===== src/rtl/fesd_pkg.sv =====
package fesd_pkg;
  typedef enum logic [3:0] {
    ST_IDLE, ST_U1, ST_U2, ST_SETUP, ST_SU1, ST_SU2,
    ST_COLLECT, ST_ERASE, ST_SUSP, ST_BANK_BUSY
  } fesd_state_e;

  localparam logic [7:0]  CMD_UNLK_A = 8'hAA;
  localparam logic [7:0]  CMD_UNLK_B = 8'h55;
  localparam logic [7:0]  CMD_SETUP  = 8'h80;
  localparam logic [7:0]  CMD_BLK    = 8'h30;
  localparam logic [7:0]  CMD_BANK   = 8'h10;
  localparam logic [7:0]  CMD_SUSP   = 8'hB0;
  localparam logic [7:0]  CMD_RST    = 8'hF0;
  localparam logic [10:0] ADR_UNLK_A = 11'h555;
  localparam logic [10:0] ADR_UNLK_B = 11'h2AA;

  typedef struct packed {
    logic unlk_a;
    logic unlk_b;
    logic setup;
    logic blk;
    logic bank;
    logic susp;
    logic rst;
  } fesd_cls_t;
endpackage


===== src/rtl/fesd_cycle_match.sv =====
module fesd_cycle_match
  import fesd_pkg::*;
#(
  parameter int BLK_W = 3,
  parameter int OFS_W = 11,
  localparam int AW = 1 + BLK_W + OFS_W
) (
  input  logic [AW-1:0]    addr,
  input  logic [7:0]       data,
  output fesd_cls_t        cls,
  output logic             bank,
  output logic [BLK_W-1:0] blk
);
  logic [10:0] ofs;
  assign ofs  = addr[10:0];
  assign bank = addr[AW-1];
  assign blk  = addr[OFS_W +: BLK_W];

  always_comb begin
    cls.unlk_a = (data == CMD_UNLK_A) && (ofs == ADR_UNLK_A);
    cls.unlk_b = (data == CMD_UNLK_B) && (ofs == ADR_UNLK_B);
    cls.setup  = (data == CMD_SETUP)  && (ofs == ADR_UNLK_A);
    cls.blk    = (data == CMD_BLK);
    cls.bank   = (data == CMD_BANK);
    cls.susp   = (data == CMD_SUSP);
    cls.rst    = (data == CMD_RST);
  end
endmodule


===== src/rtl/fesd_blk_map.sv =====
module fesd_blk_map #(
  parameter int BLK_W = 3,
  localparam int NBLK = 1 << BLK_W,
  localparam int NTOT = 2 * NBLK
) (
  input  logic             clk,
  input  logic             rst_n,
  input  logic             clr,
  input  logic             set_en,
  input  logic             set_bank,
  input  logic [BLK_W-1:0] set_blk,
  input  logic             fill_en,
  output logic [NTOT-1:0]  map
);
  for (genvar b = 0; b < 2; b++) begin : g_bank
    for (genvar k = 0; k < NBLK; k++) begin : g_blk
      logic hit;
      assign hit = (set_bank == 1'(b)) && (set_blk == BLK_W'(k));
      always_ff @(posedge clk) begin
        if (!rst_n || clr)            map[b*NBLK+k] <= 1'b0;
        else if (fill_en && set_bank == 1'(b)) map[b*NBLK+k] <= 1'b1;
        else if (set_en && hit)       map[b*NBLK+k] <= 1'b1;
      end
    end
  end
endmodule


===== src/rtl/flash_erase_seq_dec.sv =====
module flash_erase_seq_dec
  import fesd_pkg::*;
#(
  parameter int BLK_W = 3,
  parameter int OFS_W = 11,
  localparam int AW   = 1 + BLK_W + OFS_W,
  localparam int NBLK = 1 << BLK_W,
  localparam int NTOT = 2 * NBLK
) (
  input  logic             clk,
  input  logic             rst_n,
  input  logic             wr_valid,
  input  logic [AW-1:0]    wr_addr,
  input  logic [7:0]       wr_data,
  input  logic             erase_start,
  input  logic             erase_done,
  output logic             blk_erase_req,
  output logic             blk_queue_req,
  output logic             bank_erase_req,
  output logic             suspend_req,
  output logic             resume_req,
  output logic             reset_req,
  output logic             abort_req,
  output logic             req_bank,
  output logic [BLK_W-1:0] req_blk,
  output logic [NTOT-1:0]  blk_map
);
  fesd_state_e state, nxt;
  fesd_cls_t   cls;
  logic        w_bank, er_bank;
  logic [BLK_W-1:0] w_blk;
  logic [6:0]  pls_n;
  logic        m_clr, m_set, m_fill, bank_ld;

  fesd_cycle_match #(.BLK_W(BLK_W), .OFS_W(OFS_W)) u_match (
    .addr(wr_addr), .data(wr_data), .cls(cls), .bank(w_bank), .blk(w_blk)
  );

  fesd_blk_map #(.BLK_W(BLK_W)) u_map (
    .clk(clk), .rst_n(rst_n), .clr(m_clr), .set_en(m_set),
    .set_bank(w_bank), .set_blk(w_blk), .fill_en(m_fill), .map(blk_map)
  );

  // pls_n bits: 6 blk, 5 queue, 4 bank, 3 susp, 2 resume, 1 reset, 0 abort
  always_comb begin
    nxt = state; pls_n = '0;
    m_clr = 1'b0; m_set = 1'b0; m_fill = 1'b0; bank_ld = 1'b0;
    if (wr_valid) begin
      unique case (state)
        ST_IDLE: begin
          if (cls.unlk_a)   nxt = ST_U1;
          else if (cls.rst) pls_n[1] = 1'b1;
        end
        ST_U1, ST_U2, ST_SETUP, ST_SU1: begin
          if (cls.rst) begin
            pls_n[1] = 1'b1; nxt = ST_IDLE;
          end else if (state == ST_U1 && cls.unlk_b)    nxt = ST_U2;
          else if (state == ST_U2 && cls.setup)         nxt = ST_SETUP;
          else if (state == ST_SETUP && cls.unlk_a)     nxt = ST_SU1;
          else if (state == ST_SU1 && cls.unlk_b)       nxt = ST_SU2;
          else begin
            pls_n[0] = 1'b1; nxt = ST_IDLE;
          end
        end
        ST_SU2: begin
          if (cls.rst) begin
            pls_n[1] = 1'b1; nxt = ST_IDLE;
          end else if (cls.blk) begin
            pls_n[6] = 1'b1; m_set = 1'b1; bank_ld = 1'b1; nxt = ST_COLLECT;
          end else if (cls.bank) begin
            pls_n[4] = 1'b1; m_fill = 1'b1; bank_ld = 1'b1; nxt = ST_BANK_BUSY;
          end else begin
            pls_n[0] = 1'b1; nxt = ST_IDLE;
          end
        end
        ST_COLLECT: begin
          if (cls.rst) begin
            pls_n[1] = 1'b1; m_clr = 1'b1; nxt = ST_IDLE;
          end else if (cls.blk && w_bank == er_bank) begin
            pls_n[5] = 1'b1; m_set = 1'b1;
          end else begin
            pls_n[0] = 1'b1; m_clr = 1'b1; nxt = ST_IDLE;
          end
        end
        ST_ERASE: if (cls.susp) begin
          pls_n[3] = 1'b1; nxt = ST_SUSP;
        end
        ST_SUSP: if (cls.blk && w_bank == er_bank) begin
          pls_n[2] = 1'b1; nxt = ST_ERASE;
        end
        default: ;
      endcase
    end else begin
      if (state == ST_COLLECT && erase_start) nxt = ST_ERASE;
      if ((state == ST_ERASE || state == ST_BANK_BUSY) && erase_done) begin
        m_clr = 1'b1; nxt = ST_IDLE;
      end
    end
  end

  always_ff @(posedge clk) begin
    if (!rst_n) begin
      state <= ST_IDLE;
      er_bank <= 1'b0;
      {blk_erase_req, blk_queue_req, bank_erase_req, suspend_req,
       resume_req, reset_req, abort_req} <= '0;
      req_bank <= 1'b0;
      req_blk  <= '0;
    end else begin
      state <= nxt;
      {blk_erase_req, blk_queue_req, bank_erase_req, suspend_req,
       resume_req, reset_req, abort_req} <= pls_n;
      if (bank_ld) er_bank <= w_bank;
      if (pls_n[6] || pls_n[5] || pls_n[4]) begin
        req_bank <= w_bank;
        req_blk  <= w_blk;
      end
    end
  end

  p_one_pulse_r2: assert property (@(posedge clk) disable iff (!rst_n)
    $onehot0({blk_erase_req, blk_queue_req, bank_erase_req, suspend_req,
              resume_req, reset_req, abort_req}));
  p_blk_marked_r2: assert property (@(posedge clk) disable iff (!rst_n)
    blk_erase_req |-> $countones(blk_map) == 1);
  p_queue_marked_r3: assert property (@(posedge clk) disable iff (!rst_n)
    blk_queue_req |-> blk_map[{req_bank, req_blk}]);
  p_abort_empty_r4: assert property (@(posedge clk) disable iff (!rst_n)
    abort_req |-> blk_map == '0);
  p_bank_fill_r6: assert property (@(posedge clk) disable iff (!rst_n)
    bank_erase_req |-> $countones(blk_map) == NBLK);
  p_susp_phase_r7: assert property (@(posedge clk) disable iff (!rst_n)
    suspend_req |-> $past(state) == ST_ERASE);
  p_resume_phase_r8: assert property (@(posedge clk) disable iff (!rst_n)
    resume_req |-> $past(state) == ST_SUSP);
endmodule


===== config.mk =====
export PLATFORM = sky130hd
export DESIGN_NAME = flash_erase_seq_dec
export DESIGN_NICKNAME = d
export VERILOG_FILES = /design/src/rtl/fesd_pkg.sv /design/src/rtl/fesd_cycle_match.sv /design/src/rtl/fesd_blk_map.sv /design/src/rtl/flash_erase_seq_dec.sv
export SDC_FILE = /design/constraint.sdc
export NUM_CORES = 1
export LEC_CHECK = 0
export ABC_CLOCK_PERIOD_IN_PS = 1900
export BUFFER_PORTS_ARGS = -buffer_cell sky130_fd_sc_hd__buf_2
export CORE_ASPECT_RATIO = 1.25
export CORE_MARGIN = 3
export CORE_UTILIZATION = 46
export DETAILED_ROUTE_END_ITERATION = 10
export GPL_TIMING_DRIVEN = 0
export PLACE_DENSITY = 0.8
export SYNTH_ARGS = -nofsm -noshare
export SYNTH_HDL_FRONTEND = slang
export SYNTH_SLANG_ARGS = --single-unit

===== constraint.sdc =====
create_clock -name clk -period 1.9 [get_ports clk]
set_clock_uncertainty 0.15 [all_clocks]
set_input_delay 0.095 -clock clk [delete_from_list [all_inputs] [get_ports clk]]
set_output_delay 0.095 -clock clk [all_outputs]
set_load 0.03 [all_outputs]

* Yosys cells after proc, flatten, opt, wreduce, memory -nomap -nowiden
Cells that the tools add are included.
Storage, ports and cells: bits of input ports 28, register bits after elaboration 32, word-level logic and storage cells 221, output and inout bits 27
Cells by class: bitwise gates (word level) 1, reductions and logical operators 74, multiplexer cells 88, eq/ne operators 31
Operators with widths (count):
- two-way mux 1 bit | 67
- two-way mux 4 bit | 15
- logical AND 1 bit | 44
- == test 8 bit (second input constant) | 4
- nonzero test 2 bit | 16
- one-hot mux 4 bit (6 select lines) | 1
- == test 4 x 3 -> 1 bit (second input constant) | 4
- == test 3 bit (second input constant) | 4
- == test 11 x 10 -> 1 bit (second input constant) | 1
- == test 11 bit (second input constant) | 1
- != test 3 bit (second input constant) | 3
- == test 4 x 2 -> 1 bit (second input constant) | 2
- == test 4 bit (second input constant) | 2
- == test 8 x 5 -> 1 bit (second input constant) | 1
- == test 8 x 6 -> 1 bit (second input constant) | 1
- == test 8 x 7 -> 1 bit (second input constant) | 1
- two-way mux 7 bit | 1
- != test 7 x 1 -> 1 bit (second input constant) | 1
- == test 3 x 2 -> 1 bit (second input constant) | 2
- AND reduction 3 bit | 2
- AND reduction 6 bit | 1
- OR reduction 6 bit | 1
- == test 4 x 1 -> 1 bit (second input constant) | 1
- logical NOT 4 bit | 1
- 13 further kinds | 17

* Longest topological paths before layout
Gate-level depths: netlist (run 1).
depth after elaboration 12, depth in mapped cells 8, gate-level depth less buffers 6

* By module
Synthesis (run 1) repeated with hierarchy kept, for this count alone.
Unflattened totals: cells, all modules 199, area total of the unflattened synthesis 1724.2 um^2
By module, submodules not included:
- flash_erase_seq_dec | cells an instance 109, sequential area each 320.3 um^2, instances 1, area an instance 937.1 um^2
- fesd_blk_map | cells an instance 63, sequential area each 320.3 um^2, instances 1, area an instance 576.8 um^2
- fesd_cycle_match | cells an instance 27, sequential area each 0.0 um^2, instances 1, area an instance 210.2 um^2

* Worst setup path before layout (run 1)
No wires, ideal clock.
path kind reg-to-reg, start register state[0], end register u_map.map[4], library setup time 118 ps, data required time 1632 ps, setup slack 81 ps, stages on the path, launching flop included 9, arrival 1551 ps, buffers on the path 2, period minus slack after synthesis 1819 ps, cells stage by stage dfxtp_1 > buf_2 > and2b_1 > and3_1 > clkbuf_1 > o211a_1 > a22o_1 > a21oi_1 > nor2_1
Between the ends: cells in the longest elaborated chain, start to end 6, elaborated cells between the ends (all ways) 18, classes of those cells 4 x eq/ne; 8 x mux; 6 x reduce/logical
RTL lines:
- start, declared | RTL line flash_erase_seq_dec.sv:28 | fesd_state_e state, nxt;
- start signal, assigned | RTL line flash_erase_seq_dec.sv:110 | state <= nxt;
- parallel branches: the longest is 6 deep, another holds == test 4 x 3 -> 1 bit
- end signal, assigned by index | RTL line fesd_blk_map.sv:20 | if (!rst_n || clr) map[b*NBLK+k] <= 1'b0;
- end signal, assigned by index | RTL line fesd_blk_map.sv:21 | else if (fill_en && set_bank == 1'(b)) map[b*NBLK+k] <= 1'b1;
- end signal, assigned by index | RTL line fesd_blk_map.sv:22 | else if (set_en && hit) map[b*NBLK+k] <= 1'b1;
- end, declared | RTL line fesd_blk_map.sv:13 | output logic [NTOT-1:0] map
Parallel ways; which one is timed is not known. A chain may end at the register's enable or synchronous reset.

* Worst setup path after layout (run 1)
start register state[1], end register state[1]
Between the ends: cells in the longest elaborated chain, start to end 8, elaborated cells between the ends (all ways) 31, classes of those cells 14 x eq/ne; 7 x mux; 10 x reduce/logical
RTL lines:
- == test 4 x 2 -> 1 bit | RTL line flash_erase_seq_dec.sv:49, flash_erase_seq_dec.sv:59
- logical AND 1 bit | RTL line flash_erase_seq_dec.sv:59 | else if (state == ST_SETUP && cls.unlk_a) nxt = ST_SU1;
- two-way mux 4 bit | RTL line flash_erase_seq_dec.sv:59
- two-way mux 4 bit | RTL line flash_erase_seq_dec.sv:58 | else if (state == ST_U2 && cls.setup) nxt = ST_SETUP;
- two-way mux 4 bit | RTL line flash_erase_seq_dec.sv:57 | end else if (state == ST_U1 && cls.unlk_b) nxt = ST_U2;
- two-way mux 4 bit | RTL line flash_erase_seq_dec.sv:55 | if (cls.rst) begin
- one-hot mux 4 bit (6 select lines) | RTL line flash_erase_seq_dec.sv:49 | unique case (state)
- two-way mux 4 bit | RTL line flash_erase_seq_dec.sv:48 | if (wr_valid) begin
Parallel ways exist; a longest one is shown, timed or not.

==> metrics.csv, run 1 <==
stage,metric,value,unit
outcome,status,"complete, but fails checks",
outcome,violations,negative setup slack,
power,powerDensity,608.2,nW/um^2
global_routing,grt_usage,0.2298,
clock_tree,clock_sinks,32,
floorplanning,core_area,3603,sq um
floorplanning,rows,24,
timing,rsz0062_at_grt,true,
clock_tree,clkSlewWorstSetupHoldPaths,0.07,ns
global_routing,antenna_found_initial,0,
timing,worstMarginPinSlew,0.6003,ns
floorplanning,die-width,61.84,um
setup_path,reg2reg_to,state[1]$_SDFFE_PN0P_,
cells_and_area,regArea,646.9,sq um
routing,wl_per_cell,15.61,um
timing,period_needed,1.940,ns
timing,setup_ws,-0.04037,ns
setup_path,r2r_slack,-0.04,ns
power,clkPwrFrac,0.359,
timing,hold_viol_final,0,
setup_path,path_class,flip-flop to flip-flop,
timing,final-setup-viol-count,1,
power,leakage,1.073,nW
logic_synthesis,ys_async_sr_fraction,0,
cells_and_area,mostFrequentLayoutCell,buf_2,
timing,post-route-period-util,1.021,
flow_run,max_cap_viol_count,0,
logic_synthesis,yosysWarnings,0,
setup_path,endpoint_kind,flip-flop,
hold_path,hold_class,input pin to flip-flop,
setup_path,cp-start-kind,flip-flop,
setup_path,crit_arrival,1.95,ns
clock_tree,cts-root-buf,clkbuf_8,
timing,maxSlewHeadroom,0.5998,
timing,tns,-0.04037,ns
logic_synthesis,ys_seq_area_frac,0.3573,
global_routing,grt_pass1_vias,1830,
place,dp_slack,-0.1249,ns
logic_synthesis,synthAdderAreaFrac,0,
logic_synthesis,syn_inst,222,
routing,drt_wl_total,5244,um
logic_synthesis,synth_edf_count,0,
clock_tree,cts-htree-levels,2,
power,p_sw,0.4228,mW
floorplanning,initial_core_util,0.4976,
logic_synthesis,yosys-mux-area-fraction,0.03908,
floorplanning,num_io_pins,55,
hold_path,min_from,wr_data[6],
routing,drtIter0Drc,116,
clock_tree,clk_latency,0.29,ns
hold_path,holdPathStages,3,
cells_and_area,drive_gt1_frac,0.4310,
power,pwr-share-comb,0.192,
logic_synthesis,netlist_area,1793,sq um
logic_synthesis,synth_xor_area_frac,0.009770,
cells_and_area,final_cell_mix,"buf_2, dfxtp_1, nor2_1",
place,place_congestion,0.9421,
clock_tree,tritoncts,built,
floorplanning,die_h,75.80,um
global_routing,grt_pass1_wl,8093,um
logic_synthesis,yosys_most_used_dff,dfxtp_1,
logic_synthesis,synth_top_family_by_area,simple AND/OR/NAND/NOR gates,
power,p_sw_frac,0.2778,
setup_path,regToRegStartpoint,state[1]$_SDFFE_PN0P_,
cells_and_area,utilization,0.6944,
place,portBuffers,52,
global_routing,grt_max_degree,11,
logic_synthesis,synth_compound_area_frac,0.2107,
routing,firstDrtPassIters,4,
clock_tree,cts_made_buffers,5,
logic_synthesis,ys_seq_elements,32,
clock_tree,clk_path_buf_depth,2,
setup_path,critPathMaxFanout,9,
place,place_hpwl,3641,um
cells_and_area,fillers,280,
cells_and_area,multi_input_area,1181,sq um
routing,vias,1965,
timing,max_freq,515.4,MHz
global_routing,gr-total-overflow,0,
routing,ant_nets,0,
routing,drc,0,
logic_synthesis,syn-mean-instance-area,8.076,sq um
cells_and_area,syn_to_final_growth,39.57,%
hold_path,hold_path_end,reset_req$_SDFF_PN0_,
cells_and_area,fin_nets,324,
cells_and_area,antenna_cells,0,
routing,via_per_inst,5.848,
setup_path,crit_required,1.91,ns
setup_path,worstRegToRegCells,8,
power,power_frac_seq,0.449,
floorplanning,die-area,4687,sq um
power,p_int,1.099,mW
logic_synthesis,synth_nets,250,
logic_synthesis,ys_types,56,
logic_synthesis,synth-simple-area-share,0.3259,
power,vdd_ir_drop_max,0.5452,mV
timing,slew_violations,0,
flip-flops by register name (all words and copies together), names as in the netlist:
name            cells
abort_req           1
blk_erase_req       1
req_bank            1
state               4
suspend_req         1
req_blk             3
reset_req           1
bank_erase_req      1
er_bank             1
blk_queue_req       1
resume_req          1
u_map.map          16
per-stage QoR:
stage | cell area (sq um) | hold WS, ns | cells | total power, mW
floorplan | 1793 | 0.09221 | 222 | 0.8453
global placement | 2102 | 0.2333 | 313 | 0.9160
detailed placement | 2102 | 0.2633 | 313 | 0.9197
CTS | 2292 | 0.01631 | 326 | 1.492
global route | 2502 | 0.04798 | 336 | 1.580
finish | 2502 | 0.02329 | 336 | 1.522
final cells by class:
class	instances	share of cell area
multi-input cells	167	0.4720
clock inverters	1	0.003000
clock buffers	7	0.03450
flip-flops and latches	32	0.2585
plain buffers	12	0.03950
inverters	9	0.01350
repair buffers	69	0.1595
well taps	39	0.01950
synth_stat cells (3+ instances only):
| cell type | count | area [sq um] |
|---|---|---|
| nand2b_1 | 3 | 18.77 |
| o21ai_0 | 5 | 25.02 |
| nor2_1 | 35 | 131.4 |
| o211ai_1 | 3 | 22.52 |
| mux2i_1 | 7 | 70.07 |
| nand3_1 | 8 | 40.04 |
| nor2b_1 | 3 | 18.77 |
| a211oi_1 | 4 | 30.03 |
| nor3_1 | 4 | 20.02 |
| clkbuf_1 | 5 | 18.77 |
| nand2_1 | 18 | 67.56 |
| dfxtp_1 | 32 | 640.6 |
| and3_1 | 5 | 31.28 |
| buf_2 | 7 | 35.03 |
| a21oi_1 | 18 | 90.09 |
| nand4_1 | 4 | 25.02 |
| inv_1 | 9 | 33.78 |
logic make-up after synthesis:
logic type	after synthesis
AOI/OAI and AO/OA	53
muxes	7
DFF	32
and+or+nand+nor	105
buffers and inverters	23
xor gates and xnor gates	2
power groups by stage:
stage                     logic [mW]  registers [mW]  clock network, mW
after floorplan                0.148           0.697                  0
after global placement         0.221           0.695                  0
after detailed placement       0.224           0.695                  0
after CTS                      0.249           0.682              0.561
after global routing           0.318           0.683              0.580
final                          0.292           0.683              0.547
how the worst max path moves through the flow:
| stage | start | to | cells past startpoint |
|---|---|---|---|
| 3_3_place_gp | state[0]$_SDFFE_PN0P_ | state[0]$_SDFFE_PN0P_ | 6 |
| 2_1_floorplan | state[0]$_SDFFE_PN0P_ | u_map.map[4]$_SDFFE_PP0P_ | 8 |
| 3_5_place_dp | state[0]$_SDFFE_PN0P_ | state[0]$_SDFFE_PN0P_ | 6 |
| 5_1_grt | er_bank$_SDFFE_PN0P_ | state[1]$_SDFFE_PN0P_ | 6 |
| 4_1_cts | state[2]$_SDFFE_PN0P_ | state[1]$_SDFFE_PN0P_ | 8 |
| 6_report | state[1]$_SDFFE_PN0P_ | state[1]$_SDFFE_PN0P_ | 8 |
repair_timing:
action                                  in CTS  in global routing
cloned                                       0                  1
gates resized for setup                     21                 41
buffers inserted                             3                 10
pin swaps                                    3                  3
endpoints found under the setup margin      24                 24
endpoints found under the hold margin        3                  0
hold buffers                                 3                  0
worst max-delay path: stages (launching register included):
cell      delay, ns
dfxtp_2        0.34
buf_8          0.14
nor3b_4        0.18
o211ai_1       0.16
buf_4          0.17
nand2_1        0.08
nand3_1        0.11
o31ai_1        0.33
mux2i_1        0.15
layer usage:
layer  global-route usage  share of wire  up-vias
met4               0.1085          0.026        0
met3              0.04915          0.064       15
li1                     -              -      951
met2               0.3888           0.53       84
met5                    0              0        -
met1               0.2720           0.38      915
Power figures use the tool's default switching activity.
==> run 2, diff against run 1 <==
--- a/config.mk
+++ b/config.mk
@@ -12,7 +12,7 @@
 export CORE_UTILIZATION = 46
 export DETAILED_ROUTE_END_ITERATION = 10
 export GPL_TIMING_DRIVEN = 0
-export PLACE_DENSITY = 0.8
+export PLACE_DENSITY = 0.76
 export SYNTH_ARGS = -nofsm -noshare
 export SYNTH_HDL_FRONTEND = slang
 export SYNTH_SLANG_ARGS = --single-unit
==> run 2 against run 1 <==
The flow finishes with violations (negative hold slack, negative setup slack). First-iteration DRC count increased by 16%. Sequential power is essentially flat. Final area decreased by 0.60%. Clock power rose by 0.7%. Register-to-register slack lost 0.02 ns. Critical path depth is 1 lower. Power up 1.4%. Worst setup slack got worse by 0.022 ns. Largest power group unchanged. Highest routed layer unchanged.
==> metrics.csv, run 2 (synthesis gave the netlist of run 1 again) <==
stage,metric,value,unit
outcome,violations,"negative hold slack, negative setup slack",
timing,worstMarginPinSlew,0.5515,ns
power,powerDensity,620.3,nW/um^2
power,total_power,1.543,mW
clock_tree,clock_sinks,32,
floorplanning,core_area,3603,sq um
routing,via_per_inst,5.881,
clock_tree,tritoncts,built,
global_routing,gr-total-overflow,0,
setup_path,worstRegToRegCells,7,
timing,fin_hold_ws,-0.0002122,ns
floorplanning,num_io_pins,55,
routing,drt_wl_total,5655,um
clock_tree,clkSlewWorstSetupHoldPaths,0.07,ns
flow_run,max_cap_viol_count,0,
floorplanning,initial_core_util,0.4976,
timing,setup_ws,-0.06272,ns
floorplanning,die-area,4687,sq um
timing,tns,-0.09451,ns
place,place_congestion,0.9366,
setup_path,path_class,flip-flop to flip-flop,
setup_path,critPathMaxFanout,6,
cells_and_area,reg.largest.list,"u_map.map x16, state x4, req_blk x3",
hold_path,holdPathStages,3,
cells_and_area,finalNonFillerCells,336,
cells_and_area,antenna_cells,0,
hold_path,hold_class,input pin to flip-flop,
timing,final-setup-viol-count,3,
timing,slew_violations,0,
global_routing,antenna_found_initial,0,
timing,post-route-period-util,1.033,
cells_and_area,max_flop_register,u_map.map,
cells_and_area,utilization,0.6903,
outcome,status,"complete, but fails checks",
cells_and_area,fillers,312,
place,place_inst,313,
timing,maxSlewHeadroom,0.6289,
routing,vias,1976,
cells_and_area,syn_to_final_growth,38.73,%
cells_and_area,final_cell_mix,"buf_2, nor2_1, dfxtp_1",
floorplanning,die-width,61.84,um
global_routing,grt_usage,0.2431,
cells_and_area,fin_nets,324,
setup_path,endpoint_kind,flip-flop,
routing,ant_nets,0,
timing,rsz0062_at_grt,true,
floorplanning,rows,24,
place,portBuffers,52,
clock_tree,cts_made_buffers,5,
floorplanning,die_h,75.80,um
setup_path,cp-start-kind,flip-flop,
routing,wl_per_cell,16.83,um
clock_tree,cts-htree-levels,2,
place,place_hpwl,3709,um
cells_and_area,mostFrequentLayoutCell,buf_2,
timing,period_needed,1.963,ns
global_routing,grt_max_degree,13,
clock_tree,clk_latency,0.30,ns
global_routing,grt_pass1_vias,1830,
setup_path,crit_arrival,2.04,ns
routing,drtIter0Drc,134,
setup_path,crit_required,1.97,ns
routing,firstDrtPassIters,4,
timing,hold_viol_final,1,
clock_tree,clk_path_buf_depth,2,
cells_and_area,largest_reg_flops,16,
global_routing,grt_pass1_wl,8335,um
setup_path,cp_slowest_stage_delay,0.43,ns
clock_tree,cts-root-buf,clkbuf_8,
setup_path,slowest_stage,or4_4,
cells_and_area,drive_gt1_frac,0.4141,
power,leakage,1.068,nW
timing,max_freq,509.5,MHz
routing,drc,0,
setup_path,path_cells,"buf_6, clkinvlp_4, or3_1, or4_4, a21oi_2, o21ai_1, mux2i_1",
power,vdd_ir_drop_max,0.5575,mV
run 2: changes by cell type in the layout (fill, tap and decap cells not counted), moves of 2 or more:
| cell | change |
|---|---|
| nor2_2 | -7 |
| clkinvlp_4 | +2 |
| nor2_1 | +7 |
| inv_2 | -2 |
run 2: final timing paths:
kind                                     to  slack (ns)                      start
hold / removal         reset_req$_SDFF_PN0_     -0.0002                 wr_data[6]
hold reg to reg   u_map.map[9]$_SDFFE_PP0P_        0.32  u_map.map[9]$_SDFFE_PP0P_
setup / recovery      state[2]$_SDFFE_PN0P_       -0.06      state[0]$_SDFFE_PN0P_
setup reg to reg      state[2]$_SDFFE_PN0P_       -0.06      state[0]$_SDFFE_PN0P_
run 2: worst max-delay path: cells and delay by family (launching register included):
kind                   cells  cell delay (ns)
and+or+nand+nor            2             0.81
DFF                        1             0.32
buffers and inverters      2             0.21
AOI/OAI and AO/OA          2             0.22
muxes                      1             0.16
run 2: power breakdown:
group          total [mW]  internal (mW)  switching, mW
combinational       0.310          0.134          0.176
sequential          0.682          0.678        0.00471
clock               0.551          0.259          0.292
total                1.54           1.07          0.473
run 2: area by class of cell:
type / instances / area (sq um) / area share
inverter: 9 / 37.54 / 0.01509
clock inverter: 3 / 23.77 / 0.009557
buffer: 12 / 88.84 / 0.03571
sequential: 32 / 646.9 / 0.2601
tap: 39 / 48.80 / 0.01962
clock buffer: 5 / 68.82 / 0.02767
timing repair buffer: 69 / 402.9 / 0.1620
multi-input combinational: 167 / 1170 / 0.4703
run 2: metal layers:
| metal | vias up | share of wire | global-route usage |
|---|---|---|---|
| met1 | 915 | 0.39 | 0.2770 |
| li1 | 956 | - | - |
| met5 | - | 0 | 0 |
| met4 | 0 | 0.041 | 0.1368 |
| met2 | 81 | 0.51 | 0.4028 |
| met3 | 24 | 0.058 | 0.06610 |
run 2: timing repair:
item | CTS | global route
cloned | 0 | 1
setup buffers | 10 | 4
pin swaps | 4 | 6
hold buffers | 3 | 0
gates resized for setup | 23 | 25
setup endpoints to repair | 24 | 23
endpoints found under the hold margin | 3 | 0
run 2: through the flow:
stage               hold slack (ns)  worst slack (ns)  instance area (sq um)
finish                   -0.0002122          -0.06272                   2487
global route                0.03611           -0.1407                   2487
CTS                        0.001133          0.003921                   2350
detailed placement           0.2398           -0.1615                   2102
global placement             0.2449           -0.1349                   2102
floorplan                   0.09221           0.08086                   1793
==> run 3, diff against run 2 <==
--- a/config.mk
+++ b/config.mk
@@ -5,11 +5,12 @@
 export SDC_FILE = /design/constraint.sdc
 export NUM_CORES = 1
 export LEC_CHECK = 0
+export ABC_AREA = 1
 export ABC_CLOCK_PERIOD_IN_PS = 1900
 export BUFFER_PORTS_ARGS = -buffer_cell sky130_fd_sc_hd__buf_2
 export CORE_ASPECT_RATIO = 1.25
 export CORE_MARGIN = 3
-export CORE_UTILIZATION = 46
+export CORE_UTILIZATION = 47
 export DETAILED_ROUTE_END_ITERATION = 10
 export GPL_TIMING_DRIVEN = 0
 export PLACE_DENSITY = 0.76
==> run 3 against run 2 <==
The run ends with design-rule violations left. Sequential share of layout area grew 0.14 points. Core utilization decreased by 5.7 points. Count of clock-buffer cells in the layout increased by 2. Clock power is 30% higher. Sequential power grew 3%. Flip-flop and latch count stayed put. Worst setup slack better by 0.20 ns. Worst hold slack improved by 0.019 ns. Wire length down 14%. Combinational power is 5% lower. Fmax grew 11%. Critical endpoint is now u_map.map[5]$_SDFFE_PP0P_. Largest cell class unchanged.
==> metrics.csv, run 3 <==
stage,metric,value,unit
logic_synthesis,synth.cells.most_frequent,"nand2_1, nor2_1, nand3_1",
power,p_sw,0.4616,mW
power,clkPwrFrac,0.418,
logic_synthesis,synth_edf_count,0,
logic_synthesis,ys_seq_elements,32,
timing,max_freq,566.8,MHz
setup_path,crit_arrival,1.80,ns
power,leakage,1.432,nW
timing,tns,0,ns
clock_tree,cts_made_buffers,5,
global_routing,grt_usage,0.2124,
timing,hold_viol_final,0,
power,p_int,1.248,mW
logic_synthesis,netlist_area,1954,sq um
place,portBuffers,54,
power,pwr-share-comb,0.172,
clock_tree,cts-root-buf,clkbuf_8,
routing,vias,2113,
outcome,violations,design-rule violations,
floorplanning,die_h,78.10,um
routing,wl_per_cell,11.41,um
place,place_hpwl,3653,um
floorplanning,die-width,63.68,um
logic_synthesis,ys_seq_area_frac,0.3278,
global_routing,grt_pass1_vias,1993,
floorplanning,initial_core_util,0.5039,
floorplanning,die-area,4973,sq um
cells_and_area,reg.largest.list,"u_map.map x16, state x4, req_blk x3",
logic_synthesis,ys_async_sr_fraction,0,
setup_path,crit_required,1.93,ns
cells_and_area,fin_nets,398,
global_routing,gr-total-overflow,0,
logic_synthesis,syn-mean-instance-area,6.387,sq um
global_routing,antenna_found_initial,0,
timing,maxSlewHeadroom,0.7124,
clock_tree,cts-htree-levels,2,
timing,post-route-period-util,0.9286,
setup_path,cp-start-kind,flip-flop,
logic_synthesis,yosys_most_used_dff,dfxtp_1,
timing,worstMarginPinSlew,0.4315,ns
cells_and_area,utilization,0.6329,
logic_synthesis,synth_nets,334,
flow_run,max_cap_viol_count,0,
routing,drtIter0Drc,114,
routing,wl_met1,2131,um
power,vdd_ir_drop_max,0.4470,mV
cells_and_area,final_cell_mix,"nand2_1, buf_2, nor2_1",
cells_and_area,mostFrequentLayoutCell,nand2_1,
cells_and_area,max_flop_register,u_map.map,
power,p_sw_frac,0.2700,
cells_and_area,antenna_cells,0,
hold_path,hold_class,input pin to flip-flop,
timing,slew_violations,0,
timing,final-setup-viol-count,0,
power,powerDensity,696.4,nW/um^2
floorplanning,core_area,3879,sq um
clock_tree,clock_sinks,32,
logic_synthesis,synthTopCellsByArea,"dfxtp_1, nand2_1, nand3_1",
floorplanning,rows,25,
routing,via_per_inst,4.972,
clock_tree,tritoncts,built,
floorplanning,num_io_pins,55,
logic_synthesis,synth_top_cell_area_share,0.3278,
cells_and_area,largest_reg_flops,16,
routing,firstDrtPassIters,8,
logic_synthesis,syn_inst,306,
logic_synthesis,yosys.area.top_type,dfxtp_1,
cells_and_area,drive_gt1_frac,0.3046,
cells_and_area,syn_to_final_growth,25.61,%
global_routing,grt_max_degree,11,
setup_path,endpoint_kind,flip-flop,
routing,ant_nets,0,
setup_path,path_class,flip-flop to flip-flop,
logic_synthesis,ys_types,27,
routing,dr.max_layer_used,met4,
routing,drt_wl_total,4848,um
cells_and_area,fillers,390,
logic_synthesis,yosysWarnings,0,
power,power_frac_seq,0.410,
global_routing,grt_pass1_wl,8611,um
clock_tree,clkSlewWorstSetupHoldPaths,0.07,ns
setup_path,critPathMaxFanout,10,
logic_synthesis,synth_most_common_cell,nand2_1,
routing,dr_wl_met3,345,um
timing,period_needed,1.764,ns
place,place_congestion,0.9025,
routing,drc,1,
outcome,status,"complete, but fails checks",
routing,wl_met2,2286,um
clock_tree,clk_path_buf_depth,2,
clock_tree,clk_latency,0.29,ns
run 3: changes by cell type after synthesis, sizes merged, moves of 4 or more:
cell    delta
nor2      +18
buf        -4
mux2i      -7
inv       +36
o21ai     +14
a21oi      -7
a211oi     -5
nand2     +49
and3       -5
nand3     +36
run 3: per-stage QoR:
stage / total power [mW] / hold WS [ns] / worst slack, ns / std cells / area, sq um
floorplan: 0.9106 / 0.1074 / 0.3861 / 306 / 1954
global placement: 0.9920 / 0.2780 / 0.1433 / 414 / 2292
detailed placement: 0.9946 / 0.2798 / 0.1237 / 414 / 2292
CTS: 1.712 / 0.01219 / 0.09134 / 423 / 2429
global route: 1.798 / 0.01662 / -0.006361 / 425 / 2455
finish: 1.710 / 0.01905 / 0.1356 / 425 / 2455
run 3: layout make-up:
type / instances / area [sq um] / share of cell area
multi-input combinational: 221 / 1106 / 0.4506
sequential: 32 / 641.9 / 0.2615
timing repair buffer: 57 / 295.3 / 0.1203
inverter: 46 / 172.7 / 0.07034
clock buffer: 7 / 96.34 / 0.03925
tap: 54 / 67.56 / 0.02752
buffer: 7 / 45.04 / 0.01835
clock inverter: 1 / 30.03 / 0.01223
run 3: power by group through the flow:
| stage | Combinational (mW) | Clock (mW) | Sequential [mW] |
|---|---|---|---|
| 6_report | 0.295 | 0.715 | 0.700 |
| 5_1_grt | 0.334 | 0.761 | 0.702 |
| 4_1_cts | 0.287 | 0.727 | 0.698 |
| 3_5_place_dp | 0.281 | 0 | 0.713 |
| 3_3_place_gp | 0.280 | 0 | 0.712 |
| 2_1_floorplan | 0.197 | 0 | 0.714 |
run 3: final timing paths:
kind | from | slack [ns] | end | cells past startpoint
worst min register to register | u_map.map[7]$_SDFFE_PP0P_ | 0.31 | u_map.map[7]$_SDFFE_PP0P_ | 2
worst max-delay path | state[2]$_SDFFE_PN0P_ | 0.14 | u_map.map[5]$_SDFFE_PP0P_ | 10
worst min-delay path | wr_data[7] | 0.02 | reset_req$_SDFF_PN0_ | 3
worst max register to register | state[2]$_SDFFE_PN0P_ | 0.14 | u_map.map[5]$_SDFFE_PP0P_ | 10
run 3: cells by family after synthesis:
family / share of synthesized area
flops: 0.3278
simple gates: 0.4398
buf+inv: 0.1114
xor+xnor: 0.004482
compound gates: 0.1165
run 3: timing repair:
item / 4_1_cts / 5_1_grt
hold endpoints to repair: 1 / 0
hold buffers: 1 / 0
setup endpoints to repair: 0 / 22
setup buffers: 0 / 2
resized for setup: 0 / 6
run 3: layer usage:
layer / global-route usage / up-vias
met5: 0 / -
li1: - / 1117
met2: 0.3720 / 77
met4: 0.08207 / 0
met3: 0.05293 / 8
met1: 0.2462 / 911
run 3: worst max-delay path: stages (launching register included):
cell and delay, ns:
dfxtp_1 0.35, inv_2 0.07, nor2_2 0.13, nand3_1 0.18, nand2_1 0.13, nand2_1 0.08
o211ai_1 0.20, inv_2 0.10, buf_6 0.16, o21ai_2 0.07, inv_2 0.04
